<file path="config.mk">
export PLATFORM = sky130hd
export DESIGN_NAME = systick_timer
export DESIGN_NICKNAME = d
export VERILOG_FILES = /design/src/rtl/systick_pkg.sv /design/src/rtl/systick_bus_decode.sv /design/src/rtl/systick_step_gen.sv /design/src/rtl/systick_core.sv /design/src/rtl/systick_read_mux.sv /design/src/rtl/systick_timer.sv
export SDC_FILE = /design/constraint.sdc
export NUM_CORES = 1
export LEC_CHECK = 0
export BUFFER_PORTS_ARGS = -buffer_cell sky130_fd_sc_hd__buf_4
export CORE_ASPECT_RATIO = 1.2
export CORE_MARGIN = 1
export CORE_UTILIZATION = 49
export DETAILED_ROUTE_END_ITERATION = 8
export GPL_TIMING_DRIVEN = 1
export HOLD_SLACK_MARGIN = 0.12
export PLACE_DENSITY = 0.88
export SLEW_MARGIN = 10
export SYNTH_ARGS = -nofsm -noshare
export SYNTH_HDL_FRONTEND = slang
export SYNTH_HIERARCHICAL = 1
export SYNTH_SLANG_ARGS = --single-unit
</file>
<file path="constraint.sdc">
create_clock -name clk -period 2.45 [get_ports clk]
set_clock_uncertainty 0.05 [all_clocks]
set_input_delay 0.735 -clock clk [delete_from_list [all_inputs] [get_ports clk]]
set_output_delay 0.735 -clock clk [all_outputs]
set_load 0.02 [all_outputs]
</file>
<file path="src/rtl/systick_pkg.sv">
package systick_pkg;

    localparam int DATA_W   = 32;
    localparam int ADDR_W   = 4;
    localparam int CNT_W    = 24;

    localparam int BIT_EN   = 0;
    localparam int BIT_IE   = 1;
    localparam int BIT_SRC  = 2;
    localparam int BIT_FLAG = 16;

    localparam logic [DATA_W-1:0] CAL_WORD = 32'd10000;

    typedef enum logic [1:0] {
        REG_CTRL    = 2'd0,
        REG_RELOAD  = 2'd1,
        REG_CURRENT = 2'd2,
        REG_CALIB   = 2'd3
    } reg_sel_e;

    typedef struct packed {
        logic src;
        logic ie;
        logic en;
    } ctrl_t;

    typedef struct packed {
        logic wr_ctrl;
        logic rd_ctrl;
        logic wr_reload;
        logic wr_current;
    } bus_strb_t;

    function automatic reg_sel_e word_of(input logic [ADDR_W-1:0] addr);
        return reg_sel_e'(addr[3:2]);
    endfunction

    function automatic ctrl_t ctrl_from_word(input logic [2:0] w);
        ctrl_t c;
        c.en  = w[BIT_EN];
        c.ie  = w[BIT_IE];
        c.src = w[BIT_SRC];
        return c;
    endfunction

    function automatic logic [DATA_W-1:0] ctrl_to_word(input ctrl_t c, input logic flag);
        logic [DATA_W-1:0] w;
        w           = '0;
        w[BIT_EN]   = c.en;
        w[BIT_IE]   = c.ie;
        w[BIT_SRC]  = c.src;
        w[BIT_FLAG] = flag;
        return w;
    endfunction

endpackage

</file>
<file path="src/rtl/systick_bus_decode.sv">
module systick_bus_decode
    import systick_pkg::*;
(
    input  logic              bus_sel,
    input  logic              bus_wr,
    input  logic [ADDR_W-1:0] bus_addr,
    output reg_sel_e          rsel,
    output bus_strb_t         strb
);

    logic unused_low_addr;
    assign unused_low_addr = ^bus_addr[1:0];

    assign rsel = word_of(bus_addr);

    always_comb begin
        strb            = '0;
        strb.wr_ctrl    = bus_sel &&  bus_wr && (rsel == REG_CTRL);
        strb.rd_ctrl    = bus_sel && !bus_wr && (rsel == REG_CTRL);
        strb.wr_reload  = bus_sel &&  bus_wr && (rsel == REG_RELOAD);
        strb.wr_current = bus_sel &&  bus_wr && (rsel == REG_CURRENT);
    end

endmodule

</file>
<file path="src/rtl/systick_step_gen.sv">
module systick_step_gen (
    input  logic enable,
    input  logic core_src,
    input  logic ref_tick,
    output logic step
);

    always_comb begin
        if (!enable) begin
            step = 1'b0;
        end else if (core_src) begin
            step = 1'b1;
        end else begin
            step = ref_tick;
        end
    end

endmodule

</file>
<file path="src/rtl/systick_core.sv">
module systick_core
    import systick_pkg::*;
#(
    parameter int CW = CNT_W
) (
    input  logic          clk,
    input  logic          rst,
    input  bus_strb_t     strb,
    input  logic [2:0]    ctrl_wdata,
    input  logic [CW-1:0] cnt_wdata,
    input  logic          step,
    output ctrl_t         ctrl_q,
    output logic          flag_q,
    output logic [CW-1:0] reload_q,
    output logic [CW-1:0] cur_q,
    output logic          expire,
    output logic          irq_q
);

    ctrl_t         ctrl_wr;
    ctrl_t         ctrl_d;
    logic          flag_d;
    logic [CW-1:0] cur_d;
    logic [CW-1:0] reload_d;
    logic          restart;
    logic          flag_clr;

    assign ctrl_wr  = ctrl_from_word(ctrl_wdata);
    assign expire   = step && (cur_q == '0);
    assign flag_clr = strb.rd_ctrl || strb.wr_current;
    assign restart  = strb.wr_ctrl && ctrl_wr.en &&
                      (!ctrl_q.en || (ctrl_wr.src != ctrl_q.src));

    always_comb begin
        cur_d = cur_q;
        if (step) begin
            cur_d = expire ? reload_q : cur_q - 1'b1;
        end
        if (restart || strb.wr_current) begin
            cur_d = reload_q;
        end
    end

    always_comb begin
        ctrl_d = ctrl_q;
        if (expire && (reload_q == '0)) begin
            ctrl_d.en = 1'b0;
        end
        if (strb.wr_ctrl) begin
            ctrl_d = ctrl_wr;
        end
    end

    always_comb begin
        flag_d = flag_q;
        if (flag_clr) begin
            flag_d = 1'b0;
        end
        if (expire) begin
            flag_d = 1'b1;
        end
    end

    assign reload_d = strb.wr_reload ? cnt_wdata : reload_q;

    always_ff @(posedge clk) begin
        if (rst) begin
            ctrl_q   <= '0;
            flag_q   <= 1'b0;
            cur_q    <= '0;
            reload_q <= '0;
            irq_q    <= 1'b0;
        end else begin
            ctrl_q   <= ctrl_d;
            flag_q   <= flag_d;
            cur_q    <= cur_d;
            reload_q <= reload_d;
            irq_q    <= expire && ctrl_q.ie;
        end
    end

endmodule

</file>
<file path="src/rtl/systick_read_mux.sv">
module systick_read_mux
    import systick_pkg::*;
#(
    parameter int CW = CNT_W,
    parameter int DW = DATA_W
) (
    input  reg_sel_e      rsel,
    input  ctrl_t         ctrl_q,
    input  logic          flag_q,
    input  logic [CW-1:0] reload_q,
    input  logic [CW-1:0] cur_q,
    output logic [DW-1:0] rdata
);

    localparam int PAD_W = DW - CW;

    always_comb begin
        unique case (rsel)
            REG_CTRL:    rdata = ctrl_to_word(ctrl_q, flag_q);
            REG_RELOAD:  rdata = {{PAD_W{1'b0}}, reload_q};
            REG_CURRENT: rdata = ctrl_q.en ? {{PAD_W{1'b0}}, cur_q} : '0;
            REG_CALIB:   rdata = CAL_WORD;
            default:     rdata = '0;
        endcase
    end

endmodule

</file>
<file path="src/rtl/systick_timer.sv">
module systick_timer
    import systick_pkg::*;
#(
    parameter int CW = CNT_W
) (
    input  logic              clk,
    input  logic              rst,
    input  logic              bus_sel,
    input  logic              bus_wr,
    input  logic [ADDR_W-1:0] bus_addr,
    input  logic [DATA_W-1:0] bus_wdata,
    output logic [DATA_W-1:0] bus_rdata,
    input  logic              ref_tick,
    output logic              irq_req
);

    reg_sel_e      rsel;
    bus_strb_t     strb;
    ctrl_t         ctrl_q;
    logic          flag_q;
    logic [CW-1:0] reload_q;
    logic [CW-1:0] cur_q;
    logic          step;
    logic          expire;
    logic          unused_hi_wdata;

    assign unused_hi_wdata = ^bus_wdata[DATA_W-1:CW];

    systick_bus_decode u_dec (
        .bus_sel  (bus_sel),
        .bus_wr   (bus_wr),
        .bus_addr (bus_addr),
        .rsel     (rsel),
        .strb     (strb)
    );

    systick_step_gen u_step (
        .enable   (ctrl_q.en),
        .core_src (ctrl_q.src),
        .ref_tick (ref_tick),
        .step     (step)
    );

    systick_core #(.CW(CW)) u_core (
        .clk        (clk),
        .rst        (rst),
        .strb       (strb),
        .ctrl_wdata (bus_wdata[2:0]),
        .cnt_wdata  (bus_wdata[CW-1:0]),
        .step       (step),
        .ctrl_q     (ctrl_q),
        .flag_q     (flag_q),
        .reload_q   (reload_q),
        .cur_q      (cur_q),
        .expire     (expire),
        .irq_q      (irq_req)
    );

    systick_read_mux #(.CW(CW), .DW(DATA_W)) u_rd (
        .rsel     (rsel),
        .ctrl_q   (ctrl_q),
        .flag_q   (flag_q),
        .reload_q (reload_q),
        .cur_q    (cur_q),
        .rdata    (bus_rdata)
    );

endmodule

</file>
==> metrics.csv, run 1 <==
metric,value,unit
crit_path_start_kind,primary input,
grt_util_met1,35.09,%
grt_max_degree,55,
max_freq,0.4091,GHz
ys_top_cells_by_area,"dfxtp_1 (34%), mux2i_1 (9.4%), nor2_1 (6.2%)",
syn_area,0.003097,mm2
ys_warn_count,6,
top_usage_layer,met2,
dp_slack,-0.1940,ns
power.density,503.7,mW/mm2
vdd_drop_max,0.0002700,V
worstPathArrival,1.66,ns
avgViaCountPerCell,6.105,
tightest_slew,0.5936,ns
grt_pass1_vias,3163,
yosysMostFrequentCell,dfxtp_1,
ys_types,56,
final_nets,495,
crit_required,1.66,ns
rows,31,
yosysTopAreaCell,dfxtp_1,
wire_per_inst,17.76,um
criticalPathCategory,in2out,
cts_tree,built,
relSlewSlack,60.06,%
synth_common_cells,"dfxtp_1 (53), nor2_1 (51), mux2i_1 (29)",
routabilityCongestion,0.9571,
cts_buffer_depth,2,
grtUsageMet2,51.35,%
syn_inst,369,
cts-buffers-inserted,5,
hpwl,6819,um
hold_start,u_core/flag_q$_SDFFE_PP0P_,
postSynthAreaPerCell,8.392,um2
outcome,completed,
wirelength,9485,um
slew_viol_final,0,
clockRootBuffer,clkbuf_8,
cellLeakagePower,1.561,nW
antenna_found_initial,0,
overflow,0,
maxCapViolations,0,
rr_worst_depth,7,
hold_ws,0.4657,ns
core,0.006051,mm2
num_io_pins,74,
start_util,51.18,%
setup.worst_path.start,bus_addr[3],
use_met3,5.862,%
worstPathMaxFanout,15,
die_w,74.57,um
period_minus_slack,2.445,ns
dp_cells,524,
async_reset_ff_share,0,%
ant_nets,0,
areaGrowthSynthToFinish,26.34,%
clk-insertion-delay-late,0.30,ns
ys_ff_latch,53,
setup_ws,0.005460,ns
rsz0062_at_grt,false,
end_kind,output pin,
path_clk_slew,0.09,ns
fin_crit_sh,99.78,%
clock-sinks,53,
drc,0,
hp-class,reg2reg,
r2r_start,u_core/cur_q[18]$_SDFFE_PP0P_,
synth_top_area_share,34.26,%
vias,3260,
io_buffer_count,55,
ys_seq_area_share,34.26,%
drt_pass1_iterations,5,
die-area,0.006643,mm2
cts_hold_buffers,0,
grtUsageTotal,29.98,%
final_cells,534,
synth_edf_count,0,
timing.final.hold_violations,0,
diodes,0,
synth-main-ff-cell,dfxtp_1,
htree_levels,2,
finalSetupTns,0,ns
fillers,570,
fin_util,64.66,%
setup_viol_count_final,0,
hold_depth,2,
die_y,89.09,um
drt-initial-drc-count,243,
grt_pass1_wl,15100,um
drive_gt1_share,27.88,%
-- layer usage --
| layer | routed length, um | share of wire (%) | vias up |
|---|---|---|---|
| li1 | - | - | 1525 |
| met1 | 3806 | 40 | 1521 |
| met2 | 4654 | 49 | 174 |
| met3 | 625 | 6.6 | 40 |
| met4 | 398 | 4.2 | 0 |
| met5 | 0 | 0 | - |
-- cells in the final DEF, fill, tap and decap left out, drive strengths merged, types with 3 or more instances in the layout --
cell type,netlist,layout
a211oi,3,3
a21oi,24,24
a22o,15,15
a22oi,6,6
a31oi,13,13
buf,23,103
clkbuf,11,7
conb,1,8
dfxtp,53,53
inv,5,5
mux2i,29,29
nand2,20,20
nand3,17,17
nand4,3,3
nor2,51,51
nor3,13,13
nor4,13,13
o21ai,15,15
o2bb2ai,3,3
or3,6,6
or4,7,7
xnor2,3,3
-- state kept, by name (all words and copies together) (netlist names) --
signal           cells
u_core/cur_q        24
u_core/flag_q        1
u_core/irq_q         1
u_core/reload_q     24
u_core/ctrl_q        3
-- worst max-delay path: stages --
cell,delay (ns)
buf_6,0.14
and3b_2,0.27
buf_6,0.15
a22o_1,0.20
buf_4,0.16
-- logic make-up (layout without fill, tap and decap cells) --
logic type,count (synthesis),after routing,synth area share (%)
compound gates,94,94,21.29
mux,29,29,9.374
flops,53,53,34.26
xor+xnor,4,4,1.132
fa+ha+maj,2,2,0.8080
simple gates,147,147,24.89
other cells,1,8,0.1211
buf+inv,39,115,8.121
-- layout make-up --
cell class	count	area [um2]	area share [%]
Clock buffer	7	86.33	2.207
Multi-Input combinational cell	284	1827	46.69
Sequential cell	53	1061	27.12
Timing Repair Buffer	103	817.0	20.88
Inverter	5	18.77	0.4797
Tap cell	82	102.6	2.622
-- path summary, 6_finish.rpt --
path	endpoint	slack (ns)
worst max-delay path	bus_rdata[3]	0.005
worst min-delay path	u_core/flag_q$_SDFFE_PP0P_	0.47
worst min register to register	u_core/flag_q$_SDFFE_PP0P_	0.47
worst max register to register	u_core/cur_q[10]$_SDFFE_PP0P_	0.13
-- power breakdown --
part	switching (mW)	internal (mW)
Combinational	0.309	0.227
Sequential	0.0377	0.892
Clock	0.280	0.225
-- what timing repair did --
action / 4_1_cts / 5_1_grt
setup endpoints to repair: 19 / 19
resized for setup: 15 / 4
buffers inserted: 3 / 0
gates cloned: 2 / 0
pin swaps: 2 / 1
-- through the flow --
step                total power, mW  cell area (um2)
CTS                           1.971             3918
global route                  2.066             3913
floorplan                     1.271             3123
detailed placement            1.459             3756
global placement              1.447             3756
finish                        1.971             3913
(Power assumes the default switching activity.)
==> inputs of run 2 (changes only) <==
Settings changed: CORE_MARGIN 1 to 10, PLACE_DENSITY 0.88 to 0.8.
==> run 2 against run 1 <==
Against the previous run: final cell count is the same; sequential share of layout area shrank 0.38 points; clock-buffer cell count shrank 1; clock power grew 0.8%; hold slack gained 0.0072 ns; sequential power is essentially flat; via count grew 1.1%; combinational power is essentially flat; worst setup slack gained 0.0051 ns; critical path type is now in2reg.
==> metrics.csv, run 2 (synthesis results as in run 1) <==
metric,value,unit
outcome,completed,
vias,3295,
io_buffer_count,55,
hp-class,reg2reg,
die-area,0.009913,mm2
grt_pass1_vias,3160,
cts_hold_buffers,0,
top_layer_used,met4,
core,0.006090,mm2
cts_buffer_depth,2,
placed_area,0.003769,mm2
cts_tree,built,
clock-sinks,53,
dp_slack,-0.1705,ns
hold_depth,2,
slew_viol_final,0,
die_y,107.1,um
avgViaCountPerCell,6.170,
timing.final.hold_violations,0,
overflow,0,
drt_pass1_iterations,5,
rr_worst_depth,7,
drc,0,
p_sw,0.6312,mW
num_io_pins,74,
finalSetupTns,0,ns
clockRootBuffer,clkbuf_8,
fin_crit_sh,99.57,%
crit_top_cell,a31oi_1,
diodes,0,
clkPwrFrac,25.8,%
hold_start,u_core/flag_q$_SDFFE_PP0P_,
wirelength,9837,um
swShare,31.95,%
maxCapViolations,0,
power.total,1.976,mW
crit_required,2.64,ns
tightest_slew,0.5871,ns
max_stage_delay,0.54,ns
setup.worst_path.start,bus_addr[3],
hpwl,7028,um
end_kind,flip-flop,
start_util,50.85,%
areaGrowthSynthToFinish,28.28,%
cts-buffers-inserted,5,
relSlewSlack,60.50,%
cp_slowest_cell,or4_1,
wl_met1,3717,um
drive_gt1_share,28.32,%
r2r_start,u_core/cur_q[11]$_SDFFE_PP0P_,
cellLeakagePower,1.573,nW
p_int,1.344,mW
top_regs,"u_core/cur_q x24, u_core/reload_q x24, u_core/ctrl_q x3",
wl_met3,749,um
power.density,497.3,mW/mm2
routabilityCongestion,0.9413,
grtUsageTotal,18.73,%
setup_viol_count_final,0,
worstHoldEndpoint,u_core/flag_q$_SDFFE_PP0P_,
r2r_end,u_core/cur_q[10]$_SDFFE_PP0P_,
worstPathMaxFanout,9,
grt_pass1_wl,15460,um
htree_levels,2,
finalInstanceArea,0.003973,mm2
drt-initial-drc-count,342,
wire_per_inst,18.42,um
max_freq,0.4099,GHz
combPwrFrac,27.2,%
met2_length,4913,um
worstPathArrival,2.63,ns
worstPathCellList,"buf_8, buf_4, and4bb_2, a21oi_1, a31oi_1, nor2_2, or4_1, a31oi_1",
final_common_cell,buf_4,
grt_max_degree,55,
p_seq_share,47.1,%
ant_nets,0,
path_clk_slew,0.10,ns
die_w,92.57,um
clk-insertion-delay-late,0.30,ns
layout_common_cells,"buf_4 (82), dfxtp_1 (52), nor2_1 (50), mux2i_1 (29), a21oi_1 (24)",
setup_ws,0.01058,ns
vdd_drop_max,0.0003572,V
criticalPathCategory,in2reg,
reg2reg_slack,0.10,ns
antenna_found_initial,0,
period_minus_slack,2.439,ns
rows,31,
fillers,522,
final_nets,495,
crit_path_start_kind,primary input,
## run 2: cell count changes in the layout (fill, tap and decap cells not counted), sizes merged
cell	delta
clkinvlp	+1
clkbuf	-1
## run 2: worst max-delay path by stage
stage | depth (start not counted) | to
CTS | 6 | bus_rdata[3]
finish | 8 | u_core/cur_q[8]$_SDFFE_PP0P_
floorplan | 8 | u_core/cur_q[10]$_SDFFE_PP0P_
global placement | 7 | u_core/cur_q[4]$_SDFFE_PP0P_
global route | 9 | u_core/cur_q[4]$_SDFFE_PP0P_
detailed placement | 7 | u_core/cur_q[8]$_SDFFE_PP0P_
## run 2: metrics by stage
step / hold slack (ns) / util, % / std cells
5_1_grt: 0.4958 / 65.24 / 534
3_5_place_dp: 0.4410 / 61.89 / 524
4_1_cts: 0.4716 / 65.89 / 536
6_report: 0.4729 / 65.24 / 534
2_1_floorplan: 0.4062 / - / 376
3_3_place_gp: 0.4164 / 61.89 / 524
## run 2: cell type report
class	count	area (um2)	area share, %
multi-input combinational	284	1828	46.02
sequential	53	1062	26.74
timing repair buffer	103	870.8	21.92
tap	82	102.6	2.583
clock buffer	6	82.58	2.079
inverter	5	18.77	0.4724
clock inverter	1	7.507	0.1890
## run 2: repair_timing
action	in CTS	in global routing
endpoints found under the setup margin	18	26
pin swaps	3	3
gates resized for setup	23	7
setup buffers	5	0
cloned	2	1
## run 2: worst max-delay path, delay by kind of cell
family | cells | cell delay [ns]
AOI/OAI and AO/OA | 3 | 0.61
and+or+nand+nor | 3 | 1.05
buffers and inverters | 2 | 0.23
## run 2: layer usage
layer | GRT usage (%) | vias up
li1 | - | 1525
met1 | 21.18 | 1532
met2 | 33.84 | 184
met3 | 3.489 | 54
met4 | 7.174 | 0
met5 | 0 | -
## run 2: power groups by stage
stage / Clock, mW / Sequential, mW / Combinational, mW
final: 0.509 / 0.930 / 0.537
after floorplan: 0 / 0.942 / 0.329
after CTS: 0.514 / 0.929 / 0.512
after global placement: 0 / 0.947 / 0.494
after global routing: 0.551 / 0.935 / 0.578
after detailed placement: 0 / 0.948 / 0.504
==> inputs of run 3 (changes only) <==
Settings changed: SYNTH_HIERARCHICAL 1 to not set.
==> run 3 against run 2 <==
Against the previous run: synthesized cell count rose by 12%; clock-buffer cell count rose by 1; clock power barely moved; non-clock buffer count fell by 5; global-route usage rose by 1.6 points; utilization rose by 1.3 points; final cell count rose by 6.7%; via count rose by 7.0%; synthesized area rose by 0.36%; register-to-register slack improved by 0.11 ns.
==> metrics.csv, run 3 <==
metric,value,unit
yosysTopAreaCell,dfxtp_1,
syn_inst,414,
power.density,492.1,mW/mm2
hold_ws,0.4452,ns
io_buffer_count,55,
worstPathMaxFanout,8,
reg2reg_slack,0.21,ns
clk-insertion-delay-late,0.31,ns
synth_common_cells,"nand2_1 (78), dfxtp_1 (53), a21oi_1 (42)",
die-area,0.009941,mm2
final_nets,531,
path_clk_slew,0.10,ns
core,0.006090,mm2
drt-initial-drc-count,313,
max_stage_delay,0.22,ns
synth_mux_area_share,0.6441,%
timing.final.hold_violations,0,
slew_viol_final,0,
fillers,560,
clock-sinks,53,
avgViaCountPerCell,6.188,
areaGrowthSynthToFinish,30.43,%
r2r_end,u_core.cur_q[4]$_SDFFE_PP0P_,
yosysMostFrequentCell,nand2_1,
ys_ff_latch,53,
finalSetupTns,0,ns
synth-main-ff-cell,dfxtp_1,
synth_edf_count,0,
hpwl,7450,um
ant_nets,0,
wirelength,10270,um
hp-class,reg2reg,
yosys.area_share.simple,28.78,%
end_kind,output pin,
cp_slowest_cell,a22o_4,
diodes,0,
period_minus_slack,2.438,ns
fin_crit_sh,99.50,%
tightest_slew,0.5949,ns
hold_start,u_core.flag_q$_SDFFE_PP0P_,
cts-buffers-inserted,5,
antenna_found_initial,0,
synth_fa_ha_area_share,0.8052,%
grtUsageTotal,20.30,%
ys_seq_area_share,34.14,%
vdd_drop_max,0.0003090,V
vias,3527,
top_regs,"u_core.cur_q x24, u_core.reload_q x24, u_core.ctrl_q x3",
synth_top_family_by_area,simple AND/OR/NAND/NOR gates,
clockRootBuffer,clkbuf_8,
routabilityCongestion,0.9715,
ys_top_cells_by_area,"dfxtp_1 (34%), nand2_1 (9.4%), a21oi_1 (6.8%)",
synth_top_area_share,34.14,%
rsz0062_at_grt,true,
grt_max_degree,31,
grt_pass1_wl,16740,um
wire_per_inst,18.02,um
worstHoldEndpoint,u_core.flag_q$_SDFFE_PP0P_,
outcome,completed,
drive_gt1_share,26.02,%
worstPathArrival,1.65,ns
hold_depth,2,
die_w,92.70,um
ys_types,52,
syn_area,0.003108,mm2
postSynthAreaPerCell,7.507,um2
ys_warn_count,0,
cts_buffer_depth,2,
placed_area,0.003884,mm2
finalInstanceArea,0.004054,mm2
r2r_start,u_core.cur_q[9]$_SDFFE_PP0P_,
num_io_pins,74,
async_reset_ff_share,0,%
rows,31,
layout_common_cells,"buf_4 (83), nand2_1 (78), dfxtp_1 (52), a21oi_1 (42), o21ai_0 (28)",
htree_levels,2,
crit_path_start_kind,primary input,
drc,0,
start_util,51.04,%
final_common_cell,buf_4,
worstPathCellList,"buf_6, and2_4, and2_4, buf_12, a22o_4, buf_6",
drt_pass1_iterations,8,
synth_compound_area_share,27.86,%
overflow,0,
grt_pass1_vias,3431,
criticalPathCategory,in2out,
cts_tree,built,
die_y,107.2,um
maxCapViolations,0,
max_freq,0.4102,GHz
crit_required,1.66,ns
setup_viol_count_final,0,
cellLeakagePower,1.649,nW
relSlewSlack,59.98,%
rr_worst_depth,7,
synth_xor_area_share,0.8454,%
## run 3: cell types whose count changed after synthesis, sizes merged, moves of 4 or more
cell,change
nand2,+58
nor2,-34
mux2i,-27
a21oi,+19
o21ai,+19
clkbuf,+12
buf,-8
nand3b,+5
o41ai,+5
a31oi,-4
nand3,+4
## run 3: worst max path at each step
stage | startpoint | end | slack [ns] | cells past startpoint
floorplan | bus_addr[3] | bus_rdata[11] | -0.05 | 6
global placement | bus_addr[3] | u_core.cur_q[8]$_SDFFE_PP0P_ | -0.04 | 7
detailed placement | bus_addr[3] | u_core.cur_q[8]$_SDFFE_PP0P_ | -0.05 | 7
CTS | bus_addr[3] | bus_rdata[11] | -0.002 | 6
global route | bus_addr[3] | bus_rdata[3] | -0.005 | 6
finish | bus_addr[3] | bus_rdata[3] | 0.01 | 6
## run 3: logic make-up (layout without fill, tap and decap cells)
logic type,after synthesis,in the layout
buffers and inverters,42,109
XOR/XNOR,3,3
AND/OR/NAND/NOR,178,178
adder cells (fa/ha/maj),2,2
multiplexers,2,2
other,1,8
flip-flops,53,53
AO/OA/AOI/OAI,133,133
## run 3: through the flow
| step | instances | utilization, % | setup WS [ns] | power, mW |
|---|---|---|---|---|
| final | 570 | 66.57 | 0.01233 | 1.995 |
| after global routing | 570 | 66.57 | -0.004642 | 2.084 |
| after CTS | 569 | 66.37 | -0.002251 | 1.990 |
| after detailed placement | 561 | 63.78 | -0.04645 | 1.487 |
| after global placement | 561 | 63.78 | -0.03623 | 1.475 |
| after floorplan | 421 | - | -0.05223 | 1.286 |
## run 3: where the power goes
group          switching [mW]  internal [mW]  leakage, nW
registers              0.0423          0.892        0.430
clock network           0.282          0.225       0.0443
logic                   0.327          0.226         1.18
## run 3: final cells by class
class,instances,area (um2),share of cell area [%]
Tap cell,82,102.6,2.531
Multi-Input combinational cell,326,1962,48.39
Timing Repair Buffer,98,825.8,20.37
Sequential cell,53,1062,26.20
Clock buffer,7,86.33,2.130
Inverter,4,15.01,0.3704
## run 3: worst max-delay path: cells and delay by family
family | cells | cell delay [ns]
buf+inv | 3 | 0.38
simple gates | 2 | 0.31
compound gates | 1 | 0.22
## run 3: timing repair
action,CTS,global route
endpoints found under the setup margin,11,16
hold buffers,0,0
pin swaps,0,1
gates cloned,1,0
buffers inserted,0,1
resized for setup,14,2
## run 3: layer usage
metal  vias to the layer above  wire, um  track usage (%)  part of all wire, %
li1                       1651         -                -                    -
met1                      1642      3973            23.75                   39
met2                       200      5023            34.14                   49
met3                        34       942            5.164                  9.2
met4                         0       334            9.051                  3.3
met5                         -         0                0                    0
